==> src/rtl/tmr_pkg.sv <==
package tmr_pkg;
  localparam int TMR_ADDR_W = 2;

  typedef enum logic [TMR_ADDR_W-1:0] {
    REG_HI  = 2'd0,
    REG_LO  = 2'd1,
    REG_CFG = 2'd2
  } tmr_reg_e;
endpackage

==> src/rtl/tmr_rst_sync.sv <==
module tmr_rst_sync #(
  parameter int STAGES = 2
) (
  input  logic clk,
  input  logic rst_ni,
  output logic rst_sync_no
);
  logic [STAGES-1:0] sync_q;

  always_ff @(posedge clk or negedge rst_ni) begin
    if (!rst_ni) sync_q <= '0;
    else         sync_q <= {sync_q[STAGES-2:0], 1'b1};
  end

  assign rst_sync_no = sync_q[STAGES-1];
endmodule

==> src/rtl/tmr_regs.sv <==
module tmr_regs
  import tmr_pkg::*;
#(
  parameter int BYTE_W = 8
) (
  input  logic                  clk,
  input  logic                  rst_ni,
  input  logic                  wr_en_i,
  input  logic [TMR_ADDR_W-1:0] wr_addr_i,
  input  logic [BYTE_W-1:0]     wr_data_i,
  output logic                  load_stb_o,
  output logic [2*BYTE_W-1:0]   load_val_o,
  output logic [2*BYTE_W-1:0]   reload_val_o,
  output logic                  sel_line_o
);
  logic [BYTE_W-1:0] hi_q, hi_d;
  logic [BYTE_W-1:0] lo_q, lo_d;
  logic              sel_q, sel_d;
  logic              wr_hi, wr_lo, wr_cfg;

  assign wr_hi  = wr_en_i && (wr_addr_i == REG_HI);
  assign wr_lo  = wr_en_i && (wr_addr_i == REG_LO);
  assign wr_cfg = wr_en_i && (wr_addr_i == REG_CFG);

  always_comb begin
    hi_d  = hi_q;
    lo_d  = lo_q;
    sel_d = sel_q;
    if (wr_hi)  hi_d  = wr_data_i;
    if (wr_lo)  lo_d  = wr_data_i;
    if (wr_cfg) sel_d = wr_data_i[0];
  end

  always_ff @(posedge clk or negedge rst_ni) begin
    if (!rst_ni) begin
      hi_q  <= '0;
      lo_q  <= '0;
      sel_q <= 1'b0;
    end else begin
      hi_q  <= hi_d;
      lo_q  <= lo_d;
      sel_q <= sel_d;
    end
  end

  assign load_stb_o   = wr_hi;
  assign load_val_o   = {wr_data_i, lo_q};
  assign reload_val_o = {hi_q, lo_q};
  assign sel_line_o   = sel_q;

  AST_LO_KEEPS_HI: assert property (@(posedge clk) disable iff (!rst_ni)
    wr_lo |=> $stable(hi_q));
endmodule

==> src/rtl/tmr_tick_mux.sv <==
module tmr_tick_mux (
  input  logic sel_line_i,
  input  logic tick_fast_i,
  input  logic tick_line_i,
  output logic tick_o
);
  always_comb begin
    tick_o = sel_line_i ? tick_line_i : tick_fast_i;
  end
endmodule

==> src/rtl/tmr_counter.sv <==
module tmr_counter #(
  parameter int CNT_W = 16
) (
  input  logic             clk,
  input  logic             rst_ni,
  input  logic             load_stb_i,
  input  logic [CNT_W-1:0] load_val_i,
  input  logic [CNT_W-1:0] reload_val_i,
  input  logic             tick_i,
  output logic             expire_o
);
  logic [CNT_W-1:0] cnt_q, cnt_d;
  logic             run_q, run_d;
  logic             exp_q, exp_d;
  logic             last_tick;

  assign last_tick = run_q && tick_i && (cnt_q == CNT_W'(1));

  always_comb begin
    cnt_d = cnt_q;
    run_d = run_q;
    exp_d = 1'b0;
    if (load_stb_i) begin
      cnt_d = load_val_i;
      run_d = (load_val_i != '0);
    end else if (last_tick) begin
      exp_d = 1'b1;
      cnt_d = reload_val_i;
      run_d = (reload_val_i != '0);
    end else if (run_q && tick_i) begin
      cnt_d = cnt_q - CNT_W'(1);
    end
  end

  always_ff @(posedge clk or negedge rst_ni) begin
    if (!rst_ni) begin
      cnt_q <= '0;
      run_q <= 1'b0;
      exp_q <= 1'b0;
    end else begin
      cnt_q <= cnt_d;
      run_q <= run_d;
      exp_q <= exp_d;
    end
  end

  assign expire_o = exp_q;

  AST_RELOAD_WITH_EXPIRE: assert property (@(posedge clk) disable iff (!rst_ni)
    exp_q |-> (cnt_q == $past(reload_val_i)));
  AST_RUN_NONZERO: assert property (@(posedge clk) disable iff (!rst_ni)
    run_q |-> (cnt_q != '0));
  AST_HOLD_WITHOUT_TICK: assert property (@(posedge clk) disable iff (!rst_ni)
    (run_q && !tick_i && !load_stb_i) |=> ($stable(cnt_q) && !exp_q));
  AST_STOPPED_QUIET: assert property (@(posedge clk) disable iff (!rst_ni)
    (!run_q && !load_stb_i) |=> (!exp_q && $stable(cnt_q)));
  AST_LOAD_BEATS_TICK: assert property (@(posedge clk) disable iff (!rst_ni)
    load_stb_i |=> !exp_q);
endmodule

==> src/rtl/reload_timer.sv <==
module reload_timer
  import tmr_pkg::*;
#(
  parameter int BYTE_W = 8
) (
  input  logic                  clk,
  input  logic                  rst_n,
  input  logic                  wr_en,
  input  logic [TMR_ADDR_W-1:0] wr_addr,
  input  logic [BYTE_W-1:0]     wr_data,
  input  logic                  tick_fast,
  input  logic                  tick_line,
  output logic                  expire
);
  localparam int CNT_W = 2 * BYTE_W;

  logic             rst_int_n;
  logic             load_stb;
  logic [CNT_W-1:0] load_val;
  logic [CNT_W-1:0] reload_val;
  logic             sel_line;
  logic             tick;

  tmr_rst_sync #(.STAGES(2)) u_rst (
    .clk         (clk),
    .rst_ni      (rst_n),
    .rst_sync_no (rst_int_n)
  );

  tmr_regs #(.BYTE_W(BYTE_W)) u_regs (
    .clk          (clk),
    .rst_ni       (rst_int_n),
    .wr_en_i      (wr_en),
    .wr_addr_i    (wr_addr),
    .wr_data_i    (wr_data),
    .load_stb_o   (load_stb),
    .load_val_o   (load_val),
    .reload_val_o (reload_val),
    .sel_line_o   (sel_line)
  );

  tmr_tick_mux u_mux (
    .sel_line_i  (sel_line),
    .tick_fast_i (tick_fast),
    .tick_line_i (tick_line),
    .tick_o      (tick)
  );

  tmr_counter #(.CNT_W(CNT_W)) u_cnt (
    .clk          (clk),
    .rst_ni       (rst_int_n),
    .load_stb_i   (load_stb),
    .load_val_i   (load_val),
    .reload_val_i (reload_val),
    .tick_i       (tick),
    .expire_o     (expire)
  );
endmodule

==> config.mk <==
export PLATFORM = sky130hd
export DESIGN_NAME = reload_timer
export DESIGN_NICKNAME = d
export VERILOG_FILES = /design/src/rtl/tmr_pkg.sv /design/src/rtl/tmr_rst_sync.sv /design/src/rtl/tmr_regs.sv /design/src/rtl/tmr_tick_mux.sv /design/src/rtl/tmr_counter.sv /design/src/rtl/reload_timer.sv
export SDC_FILE = /design/constraint.sdc
export NUM_CORES = 1
export LEC_CHECK = 0
export ABC_AREA = 1
export BUFFER_PORTS_ARGS = -buffer_cell sky130_fd_sc_hd__clkbuf_2
export CAP_MARGIN = 20
export CORE_MARGIN = 10
export CORE_UTILIZATION = 62
export CTS_BUF_LIST = sky130_fd_sc_hd__clkbuf_2 sky130_fd_sc_hd__clkbuf_4 sky130_fd_sc_hd__clkbuf_8
export CTS_CLUSTER_SIZE = 12
export DETAILED_ROUTE_END_ITERATION = 6
export GPL_TIMING_DRIVEN = 0
export MAX_ROUTING_LAYER = met4
export PLACE_DENSITY = 0.78
export SLEW_MARGIN = 30
export SYNTH_ARGS = -nofsm -noshare
export SYNTH_HDL_FRONTEND = slang
export SYNTH_SLANG_ARGS = --single-unit
==> constraint.sdc <==
create_clock -name clk -period 1.72 [get_ports clk]
set_clock_uncertainty 0.1 [all_clocks]
set_input_delay 0.086 -clock clk [delete_from_list [all_inputs] [get_ports clk]]
set_output_delay 0.086 -clock clk [all_outputs]
set_load 0.02 [all_outputs]
== After elaboration in Yosys (flattened, before gate mapping) ==
Index checks and enable logic that the tools add are counted.

* Bits in registers: 37
* Output and inout port bits: 1

* Add/subtract/negate cells: 1
* Eq/ne operators: 3
* Mux-type cells: 8
* Reduce and logical (&&, ||, !) cells: 10

{| class="wikitable"
|+ Operators by type and width
! kind !! count
|-
| 16-bit two-way mux || 3
|-
| 16-bit nonzero test || 2
|-
| 16-bit by 1-bit equality test with 1-bit output (second input constant) || 1
|-
| 16-bit by 1-bit subtractor with 16-bit output (second input constant) || 1
|-
| 1-bit logical AND || 5
|-
| 1-bit two-way mux || 5
|-
| 3-bit nonzero test || 1
|-
| 2-bit by 1-bit equality test with 1-bit output (second input constant) || 1
|-
| 2-bit equality test (second input constant) || 1
|-
| 2-bit logical NOT || 1
|-
| 2-bit nonzero test || 1
|}

== Depth between registers and ports, before layout ==
Gate-level depths: netlist (run 1).

* Depth in word-level cells: 5
* Gate-level depth with buffers: 12
* Gate-level depth less buffers: 12

== By module ==
Synthesis (run 1) repeated with hierarchy kept, for this count alone.

* Cells, all modules: 394
* Area, all modules: 2,643.8 sq um

{| class="wikitable"
|+ Modules (own cells, without submodules)
! module !! times used !! cells each !! area each (sq um) !! sequential area each (sq um)
|-
| tmr_counter || 1 || 293 || 1,720.4 || 450.4
|-
| tmr_regs || 1 || 94 || 854.6 || 425.4
|-
| tmr_rst_sync || 1 || 3 || 53.8 || 50.0
|-
| tmr_tick_mux || 1 || 4 || 15.0 || 0.0
|}

== Worst setup path after synthesis (run 1) ==
No wires, ideal clock.

* Path kind: flip-flop to flip-flop
* From: register u_cnt.cnt_q[1]
* To: register u_cnt.cnt_q[8]
* Setup time: 118 ps
* Arrival time: 1,289 ps
* Slack: 214 ps
* Stages on the path, launching flop included: 11
* Path buffers: 1
* Clock period less this slack: 1,506 ps
* Cells stage by stage: dfrtp_1 > inv_1 > ha_1 > nand2_2 > nor2_4 > nand3_4 > nand2_4 > inv_2 > buf_6 > a21oi_1 > nor2_1

* Cells in the longest elaborated chain, start to end: 4
* Elaborated cells between the ends (all ways): 7
* Classes of those cells: 1 x add/sub; 1 x eq/ne; 3 x mux; 2 x reduce/logical

{| class="wikitable"
|+ RTL lines
! item !! RTL line !! text
|-
| start: declaration || tmr_counter.sv:12 || <nowiki>logic [CNT_W-1:0] cnt_q, cnt_d;</nowiki>
|-
| start signal: assignment || tmr_counter.sv:41 || <nowiki>cnt_q <= cnt_d;</nowiki>
|-
| 16-bit by 1-bit subtractor with 16-bit output / 16-bit by 1-bit equality test with 1-bit output (equally long branches) || tmr_counter.sv:31, tmr_counter.sv:17 ||
|-
| 16-bit two-way mux / 1-bit logical AND (equally long branches) || tmr_counter.sv:30, tmr_counter.sv:17 ||
|-
| 16-bit two-way mux || tmr_counter.sv:26 || <nowiki>end else if (last_tick) begin</nowiki>
|-
| 16-bit two-way mux || tmr_counter.sv:23 || <nowiki>if (load_stb_i) begin</nowiki>
|}

Parallel ways exist; a longest one is shown, timed or not. The select of a mux whose other input is x is not followed.
A chain may end at the register's enable or synchronous reset.

== Worst setup path after layout (run 1) ==
* From: register u_cnt.cnt_q[7]
* To: register u_cnt.cnt_q[8]

Same word-level chain as after synthesis.

==> results of run 1 <==
==> worst max-delay path, delay by kind of cell (launching register included) <==
family | cells | cell delay, ns
AOI/OAI and AO/OA | 1 | 0.13
buffers and inverters | 2 | 0.18
DFF | 1 | 0.42
and+or+nand+nor | 6 | 0.72
==> registers in the layout, summed over array words and instances (netlist names) <==
| register | count |
|---|---|
| u_regs.sel_line_o | 1 |
| u_cnt.cnt_q | 16 |
| u_regs.hi_q | 8 |
| u_cnt.run_q | 1 |
| u_rst.sync_q | 2 |
| u_cnt.expire_o | 1 |
| u_regs.lo_q | 8 |
==> cell type report <==
type / count / share of cell area [%]
inverter: 37 / 5.12
tap: 46 / 2.12
clock inverter: 1 / 0.185
multi-input combinational: 227 / 43.2
timing repair buffer: 34 / 10.5
sequential: 37 / 34.3
clock buffer: 7 / 2.40
buffer: 7 / 2.17
==> routing by layer <==
layer	up-vias	global-route usage, %	routed length (µm)
met4	0	7.89	140
li1	1048	-	-
met1	980	23.9	2460
met2	98	27.9	2780
met5	-	-	0
met3	22	4.05	356
==> power by group <==
part	internal, mW	switching (mW)	total (mW)	leakage, nW
registers	1.13	0.286	1.42	0.433
clock network	0.237	0.311	0.548	0.0413
logic	0.509	0.812	1.32	0.871
==> cells by family (layout without fill, tap and decap cells) <==
family                     count (synthesis)  after routing  synth area share, %
DFF                                       37             37                 41.9
adders and majority gates                  2              2                 1.13
other                                      1              1                0.170
buffers and inverters                     44             86                 8.78
and+or+nand+nor                          181            182                 36.9
xor gates and xnor gates                   6              6                 2.38
AOI/OAI and AO/OA                         36             36                 8.72
==> layout by cell type, fill, tap and decap left out, drive strengths merged <==
cell type / instances
nand3: 22
xor2: 4
buf: 12
dlygate4sd3: 12
clkbuf: 24
dfrtp: 37
o211ai: 2
nor2: 56
o21ai: 19
nand2: 97
xnor2: 2
conb: 1
a21oi: 15
ha: 2
clkinv: 1
nand4: 2
inv: 37
nor4: 4
nand3b: 1
==> what timing repair did <==
item                                    in CTS  in global routing
pin swaps                                    1                  3
gates cloned                                 1                  1
endpoints found under the hold margin       19                  0
gates resized for setup                      8                 17
endpoints found under the setup margin       8                 15
buffers inserted                             1                  4
hold buffers                                12                  0
==> worst max-delay path by stage <==
stage,start,endpoint,slack (ns),cells past startpoint
6_report,u_cnt.cnt_q[7],u_cnt.cnt_q[8],0.07,9
3_3_place_gp,u_cnt.cnt_q[1],u_cnt.cnt_q[10],-0.06,10
4_1_cts,u_cnt.cnt_q[1],u_cnt.cnt_q[3],0.02,10
5_1_grt,u_cnt.cnt_q[0],u_cnt.cnt_q[14],-0.05,10
2_1_floorplan,u_cnt.cnt_q[1],u_cnt.cnt_q[8],0.21,10
3_5_place_dp,u_cnt.cnt_q[1],u_cnt.cnt_q[8],-0.10,10
==> through the flow <==
stage | hold slack [ns] | cell area, µm² | instances | setup slack (ns) | power, mW
after detailed placement | -0.228 | 2370 | 369 | -0.105 | 2.56
after floorplan | -0.310 | 2210 | 307 | 0.214 | 2.27
after CTS | 0.0912 | 2590 | 391 | 0.0186 | 3.15
after global routing | 0.125 | 2710 | 396 | -0.0511 | 3.52
after global placement | -0.229 | 2340 | 368 | -0.0611 | 2.52
final | 0.0973 | 2710 | 396 | 0.0734 | 3.28
==> impl_results.md, run 1 <==
- Status: complete, no violations
- Syn Inst Count: 307
- LEAKAGE: 1.35 nW
- Initial antenna violation count: 0
- Starting Density: 65.2%
- Worst EP arrival: 1.82 ns
- TNS Setup: 0 ns
- Post-layout net count: 366
- Ys async rst share: 100%
- EDFF count, synth: 0
- Layout cells sized above 1: 21.1%
- Row count: 21
- Critical path class: flop to flop
- DR DRC count: 0
- Post-synth top area share: 41.9%
- Commonest cells in the netlist: 93 x nand2_1, 45 x nor2_1, 37 x dfrtp_1
- CP endpoint kind: flop
- Final period util: 95.7%
- Vias post-DR: 2148
- Clk slew on worst S/H paths: 0.12 ns
- Synthesized area: 0.00221 mm²
- CP dominant cell by count: nor2_1
- First-pass GRT wire length: 9.13 mm
- Die area: 0.00635 mm²
- Synth area leader: dfrtp_1
- Synth top area cells: dfrtp_1 42%, nand2_1 16%, nor2_1 7.6%, inv_1 5.8%, nand3_1 4.1%
- DR vias/cell: 5.42
- Clock Latency Late Sink: 0.36 ns
- DR iter-0 viols: 194
- Die W: 79.7 µm
- Largest fanout on the critical path: 10
- Worst path required time: 1.89 ns
- Final Setup Violations: 0
- Total gr overflow: 0
- Tmin final: 1.65 ns
- # H-tree levels: 2
- R2r endpoint: u_cnt.cnt_q[8]
- FF/Latch Area: 930 µm²
- Critical path's largest stage delay: 0.42 ns
- Final WL: 5.75 mm
- Vias in the first global route: 1961
- Flop2flop setup slack: 0.07 ns
- CTS tree: yes
- Startpoint Class: flop
- Drt first pass iters: 5
- Max cap viols: 0
- Total CTS buffers: 5
- Core Box Area: 0.00339 mm²
- Final core occ: 80.0%
- Wire length per cell: 14.5 µm
- Hold Crit Class: flop to asynchronous set/reset pin
- RePlAce Congestion: 0.943
- Synth Area per Inst: 7.19 µm²
- Most common cell in the netlist: nand2_1
- Main flop type after synthesis: dfrtp_1
- Input/output buffers: 15
- P per Cell Area: 1210 mW/mm²
- CTS Buffer Depth: 2
- Post-synthesis register bit count: 37
- Seq/Total Area, Yosys: 41.9%
- Area grow syn2layout: 22.8%
- Fillers: 226
- FF-to-FF Start: u_cnt.cnt_q[7]
- Top Ports: 16
- Gr usage total: 18.7%
- Fmax: 0.607 GHz
- Num Clock Sinks: 37
- Cell variety after synth: 28
- Cell count of the worst reg-to-reg path: 9
- DP HPWL: 3.86 mm
- Cells along the critical path: nor2_1, nand2_2, nor2_4, nand3_4, nand2_8, inv_2, buf_6, a21oi_1, nor2_1
- Yosys warns: 0
- Max Slew Vio Count: 0
- Post-synthesis net count: 324
- VDD IR-drop max: 692 µV
- Root buffer cell: clkbuf_4
- Final hold viol count: 0
- ANT cells: 0
- Antenna-violating nets left: 0
- Chip Height: 79.7 µm
- Maximum number of pins on one net before global-route repair: 21
- Footprint of the multi-input gates: 0.00117 mm²
- Slowest cell on crit path: dfrtp_1
No activity file was read; power rests on OpenSTA's default activity.
==> run 2: changes to the inputs <==
==> constraint.sdc (replaced) <==
create_clock -name clk -period 1.72 [get_ports clk]
set_clock_uncertainty 0.1 [all_clocks]
set_input_delay 0.172 -clock clk [delete_from_list [all_inputs] [get_ports clk]]
set_output_delay 0.172 -clock clk [all_outputs]
set_load 0.02 [all_outputs]
==> impl_results.md, run 2 (synthesis gave the netlist of run 1 again) <==
- Wire length per cell: 14.3 µm (-1.3%)
- CP dominant cell by count: nand2_1
- Core Box Area: 0.00339 mm² (unchanged)
- Final Setup Violations: 0 (unchanged)
- Sw Share: 43.0% (+0.11 points)
- Starting Density: 65.2% (unchanged)
- Worst path required time: 1.87 ns (-0.02 ns)
- Top Ports: 16 (unchanged)
- Most flop-heavy register: u_cnt.cnt_q
- Slowest cell on crit path: dfrtp_1
- Initial antenna violation count: 0 (unchanged)
- CP endpoint kind: flop
- Row count: 21 (unchanged)
- Chip Height: 79.7 µm (unchanged)
- Total CTS buffers: 5 (unchanged)
- Worst EP arrival: 1.82 ns (about the same)
- Root buffer cell: clkbuf_4
- Num Clock Sinks: 37 (unchanged)
- Critical path's largest stage delay: 0.45 ns (+0.03 ns)
- Die area: 0.00635 mm² (unchanged)
- Clock Latency Late Sink: 0.36 ns (about the same)
- Vias in the first global route: 1933 (-1.4%)
- Final WL: 5.58 mm (-2.8%)
- Post-layout net count: 360 (-1.6%)
- CTS tree: yes
- DR vias/cell: 5.32 (-1.9%)
- LEAKAGE: 1.32 nW (-1.6%)
- DP HPWL: 3.86 mm (unchanged)
- DR iter-0 viols: 171 (-12%)
- Critical path class: flop to flop
- Vias post-DR: 2076 (-3.4%)
- Hold WS: 0.0187 ns (-0.0786 ns)
- DP Area: 0.00237 mm² (unchanged)
- Startpoint Class: flop
- Total gr overflow: 0 (unchanged)
- Cells along the critical path: nor2_2, nand2_2, nor2_4, nand3_4, nand2_8, buf_4, o21ai_0, nand2_1, nand2_1
- Fmax: 0.599 GHz (-1.4%)
- VDD IR-drop max: 662 µV (-4.3%)
- Worst setup path startpoint: u_cnt.cnt_q[2]
- Die W: 79.7 µm (unchanged)
- Status: complete, no violations
- Gr usage total: 18.5% (-0.26 points)
- Hold Crit Class: primary input to flop
- Final period util: 97.1% (+1.4 points)
- Commonest non-fill, non-tap cells in the layout: 92 x nand2_1, 41 x nor2_1, 35 x dfrtp_1
- Seq pwr share: 43.2% (about the same)
- HP Start: wr_data[3]
- DR DRC count: 0 (unchanged)
- Drt first pass iters: 4 (-1)
- Final hold viol count: 0 (unchanged)
- Comb pwr share: 40.2% (about the same)
- Antenna-violating nets left: 0 (unchanged)
- Max reg flops: 16 (unchanged)
- Clk pwr share: 16.5% (-0.2 points)
- CTS Buffer Depth: 2 (unchanged)
- FF-to-FF Start: u_cnt.cnt_q[2]
- Largest fanout on the critical path: 6 (-4)
- Regs by FF count: u_cnt.cnt_q: 16 flops, u_regs.hi_q: 8 flops, u_regs.lo_q: 8 flops
- RePlAce Congestion: 0.943 (unchanged)
- Maximum number of pins on one net before global-route repair: 21 (unchanged)
- ANT cells: 0 (unchanged)
- Layout cells sized above 1: 21.8% (+0.66 points)
- First-pass GRT wire length: 9.01 mm (-1.3%)
- Delay-heaviest family, CP: simple AND/OR/NAND/NOR gates
- CP bufs+invs: 1 (-1)
- Final instance area: 0.00266 mm² (-1.8%)
- Area grow syn2layout: 20.6%
- Max cap viols: 0 (unchanged)
- Clk slew on worst S/H paths: 0.11 ns (about the same)
- Pint: 1.87 mW (-0.28%)
- Tmin final: 1.67 ns (+0.0238 ns)
- P_sw: 1.41 mW (+0.15%)
- Input/output buffers: 15 (unchanged)
- # H-tree levels: 2 (unchanged)
- Most common cell after layout, fill and taps aside: nand2_1
- P per Cell Area: 1230 mW/mm² (+1.8%)
- Max Slew Vio Count: 0 (unchanged)
==> run 2: changes by cell type in the layout (fill, tap and decap cells not counted), sizes merged <==
cell / previous run / this run
dlygate4sd3: 12 / 5
clkbuf: 24 / 25
==> run 2: power by group through the flow <==
stage                     Clock [mW]  Combinational [mW]  Sequential [mW]
final                          0.542                1.32             1.42
after global routing           0.578                1.48             1.46
after CTS                      0.545                1.19             1.40
after detailed placement           0                1.15             1.41
after global placement             0                1.10             1.41
after floorplan                    0               0.920             1.35
==> run 2: final timing paths <==
check / to / slack [ns] / cells after the start
max: u_cnt.cnt_q[6] / 0.05 / 9
min: u_regs.hi_q[3] / 0.02 / 3
max reg2reg: u_cnt.cnt_q[6] / 0.05 / 9
min reg2reg: u_regs.hi_q[7] / 0.10 / 0
max in group asynchronous: u_cnt.cnt_q[0] / 0.99 / 1
min in group asynchronous: u_rst.sync_q[0] / 0.06 / 2
==> run 2: per-stage QoR <==
| step | util [%] | std cells | setup WS, ns | setup TNS [ns] | total power [mW] |
|---|---|---|---|---|---|
| finish | 78.6 | 390 | 0.0495 | 0 | 3.28 |
| global route | 78.6 | 390 | -0.0519 | -0.188 | 3.52 |
| CTS | 74.5 | 384 | 0.0161 | 0 | 3.14 |
| detailed placement | 69.9 | 369 | -0.105 | -0.255 | 2.56 |
| global placement | 69.1 | 368 | -0.0611 | -0.130 | 2.52 |
| floorplan | - | 307 | 0.214 | 0 | 2.27 |
==> run 2: metal layers <==
| metal | GRT usage, % | wire length [µm] | up-vias | share of wire (%) |
|---|---|---|---|---|
| met5 | - | 0 | - | 0 |
| met4 | 6.45 | 100 | 0 | 1.8 |
| met3 | 4.05 | 255 | 9 | 4.6 |
| met2 | 28.0 | 2700 | 67 | 48 |
| met1 | 23.7 | 2520 | 965 | 45 |
| li1 | - | - | 1035 | - |
==> run 2: layout make-up <==
type,count,area [µm²]
Fill cell,237,727
Clock inverter,1,5.00
Clock buffer,7,65.1
Tap cell,46,57.6
Timing Repair Buffer,28,223
Multi-Input combinational cell,227,1180
Inverter,37,139
Buffer,7,61.3
Sequential cell,37,928
==> run 2: timing repair <==
action | in CTS | in global routing
cloned | 1 | 1
endpoints found under the hold margin | 7 | 0
buffers inserted | 1 | 5
endpoints found under the setup margin | 8 | 17
hold buffers | 5 | 0
resized for setup | 8 | 19
pin swaps | 1 | 3
==> run 2: worst min-delay path, stage by stage <==
cell,delay (ns)
clkbuf_2,0.12
nand2_1,0.09
nand2_1,0.05
==> run 3: changes to the inputs <==
--- a/config.mk
+++ b/config.mk
@@ -5,17 +5,16 @@
 export SDC_FILE = /design/constraint.sdc
 export NUM_CORES = 1
 export LEC_CHECK = 0
-export ABC_AREA = 1
 export BUFFER_PORTS_ARGS = -buffer_cell sky130_fd_sc_hd__clkbuf_2
 export CAP_MARGIN = 20
 export CORE_MARGIN = 10
-export CORE_UTILIZATION = 62
+export CORE_UTILIZATION = 61
 export CTS_BUF_LIST = sky130_fd_sc_hd__clkbuf_2 sky130_fd_sc_hd__clkbuf_4 sky130_fd_sc_hd__clkbuf_8
 export CTS_CLUSTER_SIZE = 12
 export DETAILED_ROUTE_END_ITERATION = 6
 export GPL_TIMING_DRIVEN = 0
 export MAX_ROUTING_LAYER = met4
-export PLACE_DENSITY = 0.78
+export PLACE_DENSITY = 0.77
 export SLEW_MARGIN = 30
 export SYNTH_ARGS = -nofsm -noshare
 export SYNTH_HDL_FRONTEND = slang
==> impl_results.md, run 3 <==
- Met3 wire length: 658 µm (+160%)
- Top Metal Used: met4
- Commonest non-fill, non-tap cells in the layout: 30 x dfrtp_1, 27 x nand2_1, 15 x clkbuf_2
- Cell count of the worst reg-to-reg path: 5 (-4)
- R2r endpoint: u_cnt.cnt_q[15]
- Post-synth top area share: 47.1% (+5.2 points)
- Main flop type after synthesis: dfrtp_1
- Drt first pass iters: 6 (+2)
- Seq/Total Area, Yosys: 47.1% (+5.2 points)
- Core Box Area: 0.00308 mm² (-9.2%)
- Antenna-violating nets left: 0 (unchanged)
- Worst setup path startpoint: u_cnt.cnt_q[5]
- CP endpoint kind: flop
- Die W: 76.7 µm (-3.7%)
- VDD IR-drop max: 1010 µV (+52%)
- Worst EP arrival: 2.48 ns (+0.66 ns)
- Final Setup Violations: 20 (+20)
- FF-to-FF Start: u_cnt.cnt_q[5]
- Hold Crit Class: primary input to asynchronous set/reset pin
- Fmax: 0.426 GHz (-29%)
- Synth Area per Inst: 9.40 µm² (+31%)
- Regs by FF count: u_cnt.cnt_q: 16 flops, u_regs.hi_q: 8 flops, u_regs.lo_q: 8 flops
- CTS tree: yes
- Slack of the critical path: -0.629 ns (-0.678 ns)
- Max cap viols: 0 (unchanged)
- DP Area: 0.00211 mm² (-11%)
- Critical path class: flop to flop
- DR vias/cell: 6.80 (+28%)
- DP HPWL: 3.65 mm (-5.5%)
- Yosys warns: 0 (unchanged)
- Flop2flop setup slack: -0.63 ns (-0.68 ns)
- Most flop-heavy register: u_cnt.cnt_q
- Tmin final: 2.35 ns (+0.678 ns)
- Cell variety after synth: 41 (+46%)
- Final WL: 6.79 mm (+22%)
- Vias in the first global route: 1934 (+0.052%)
- Max reg flops: 16 (unchanged)
- Worst-Margin Slew: 0.785 ns
- Initial antenna violation count: 0 (unchanged)
- Largest fanout on the critical path: 5 (-1)
- Synth top area cells: dfrtp_1 47%, nand2_1 6.3%, mux2_2 5.7%, a21oi_1 3.8%, mux2i_1 3.6%
- CTS Buffer Depth: 2 (unchanged)
- Final hold viol count: 0 (unchanged)
- First-pass GRT wire length: 9.29 mm (+3.1%)
- Post-synthesis register bit count: 37 (unchanged)
- Post-layout net count: 281 (-22%)
- Most common cell in the netlist: dfrtp_1
- Final period util: 137% (+39 points)
- Die area: 0.00589 mm² (-7.2%)
- Root buffer cell: clkbuf_4
- Relative slew slack: 47.6%
- Ys async rst share: 100% (unchanged)
- Row count: 20 (-4.8%)
- Max Slew Vio Count: 0 (unchanged)
- Vias post-DR: 2102 (+1.3%)
- Gr usage total: 19.5% (+1.0 points)
- Top Ports: 16 (unchanged)
- P per Cell Area: 1200 mW/mm² (-2.8%)
- Syn Inst Count: 209 (-32%)
- Failing checks: setup timing
- Layout cells sized above 1: 40.0% (+18 points)
- Post-synthesis net count: 226 (-30%)
- Maximum number of pins on one net before global-route repair: 36 (+71%)
- Wire length per cell: 22.0 µm (+53%)
- Clock Latency Late Sink: 0.34 ns (-0.02 ns)
- Most common cell after layout, fill and taps aside: dfrtp_1
- DR iter-0 viols: 291 (+70%)
- Total CTS buffers: 5 (unchanged)
- Clk slew on worst S/H paths: 0.11 ns (about the same)
- # H-tree levels: 2 (unchanged)
- LEAKAGE: 1.19 nW (-10%)
- Synthesized area: 0.00196 mm² (-11%)
- Synth area leader: dfrtp_1
- EDFF count, synth: 0 (unchanged)
- Commonest cells in the netlist: 37 x dfrtp_1, 33 x nand2_1, 15 x a21oi_1
- RSZ-0062 raised after global routing: true
- Wire length on met1: 2.63 mm (+4.4%)
- Area grow syn2layout: 39.0%
- Met2 wire len: 3.20 mm (+19%)
- ANT cells: 0 (unchanged)
- Starting Density: 63.8% (-1.3 points)
- DR DRC count: 0 (unchanged)
- Chip Height: 76.7 µm (-3.7%)
- Num Clock Sinks: 37 (unchanged)
- TNS Setup: -8.03 ns (-8.03 ns)
- Status: finished, violations left
- Final instance area: 0.00273 mm² (+2.5%)
- RePlAce Congestion: 0.984 (+4.3%)
- Total gr overflow: 0 (unchanged)
- Input/output buffers: 15 (unchanged)
- Worst path required time: 1.85 ns (-0.02 ns)
- Startpoint Class: flop
## run 3: changes by cell type after synthesis, moves of 4 or more
cell / before / now
nor4_1: 4 / 8
mux2i_1: 0 / 7
or3_1: 0 / 4
nor2_1: 45 / 13
nand2_1: 93 / 33
nor3_1: 0 / 7
nor2_2: 6 / 0
inv_1: 34 / 5
clkbuf_1: 1 / 8
mux2_2: 0 / 10
nor2_4: 5 / 0
nand3_1: 18 / 6
## run 3: report_power, final
part | internal [mW] | switching (mW)
clock network | 0.325 | 0.304
registers | 1.08 | 0.309
logic | 0.650 | 0.604
## run 3: timing repair
action                     in CTS  in global routing
hold buffers                    9                  0
pin swaps                      14                 12
hold endpoints to repair       11                  0
gates cloned                    0                  1
setup endpoints to repair      18                 18
gates resized for setup        43                 30
setup buffers                  14                 11
## run 3: metrics by stage
stage	total power, mW	utilization [%]	hold WS (ns)	std cells	setup slack [ns]
5_1_grt	3.41	88.7	0.0319	309	-0.661
6_report	3.27	88.7	0.0578	309	-0.629
3_5_place_dp	1.96	68.5	-0.137	268	-0.728
3_3_place_gp	1.92	68.5	-0.143	268	-0.691
2_1_floorplan	1.76	-	-0.224	209	-0.416
4_1_cts	2.95	82.4	0.0251	298	-0.506
## run 3: logic make-up (layout without fill, tap and decap cells)
family | Yosys count | after routing | share of synthesized area (%)
adder cells (fa/ha/maj) | 2 | 2 | 1.27
flip-flops | 37 | 37 | 47.1
buffers and inverters | 13 | 69 | 2.48
AO/OA/AOI/OAI | 41 | 41 | 12.9
other | 1 | 1 | 0.191
AND/OR/NAND/NOR | 95 | 95 | 25.4
multiplexers | 17 | 17 | 9.30
XOR/XNOR | 3 | 3 | 1.34
## run 3: final cells by class
type / count / area (µm²)
Timing Repair Buffer: 49 / 410
Inverter: 5 / 18.8
Multi-Input combinational cell: 159 / 1190
Clock inverter: 2 / 38.8
Buffer: 7 / 38.8
Clock buffer: 6 / 45.0
Fill cell: 151 / 348
Tap cell: 44 / 55.1
Sequential cell: 37 / 935
## run 3: how the worst max path moves through the flow
stage | endpoint | slack [ns]
final | u_cnt.cnt_q[15] | -0.63
after global routing | u_cnt.cnt_q[13] | -0.66
after floorplan | u_cnt.cnt_q[15] | -0.42
after CTS | u_cnt.cnt_q[15] | -0.51
after detailed placement | u_cnt.cnt_q[15] | -0.73
after global placement | u_cnt.cnt_q[15] | -0.69
## run 3: worst max-delay path: stages (launching register included)
cell and delay (ns):
dfrtp_2 0.44, or4_4 0.56, or4_4 0.57, nor4_4 0.20, nand2_1 0.11, a32o_1 0.27
## run 3: per-layer routing
metal,vias to the layer above,track usage [%]
met4,0,8.18
met1,1008,25.1
met3,50,3.15
li1,872,-
met2,172,29.6
met5,-,-
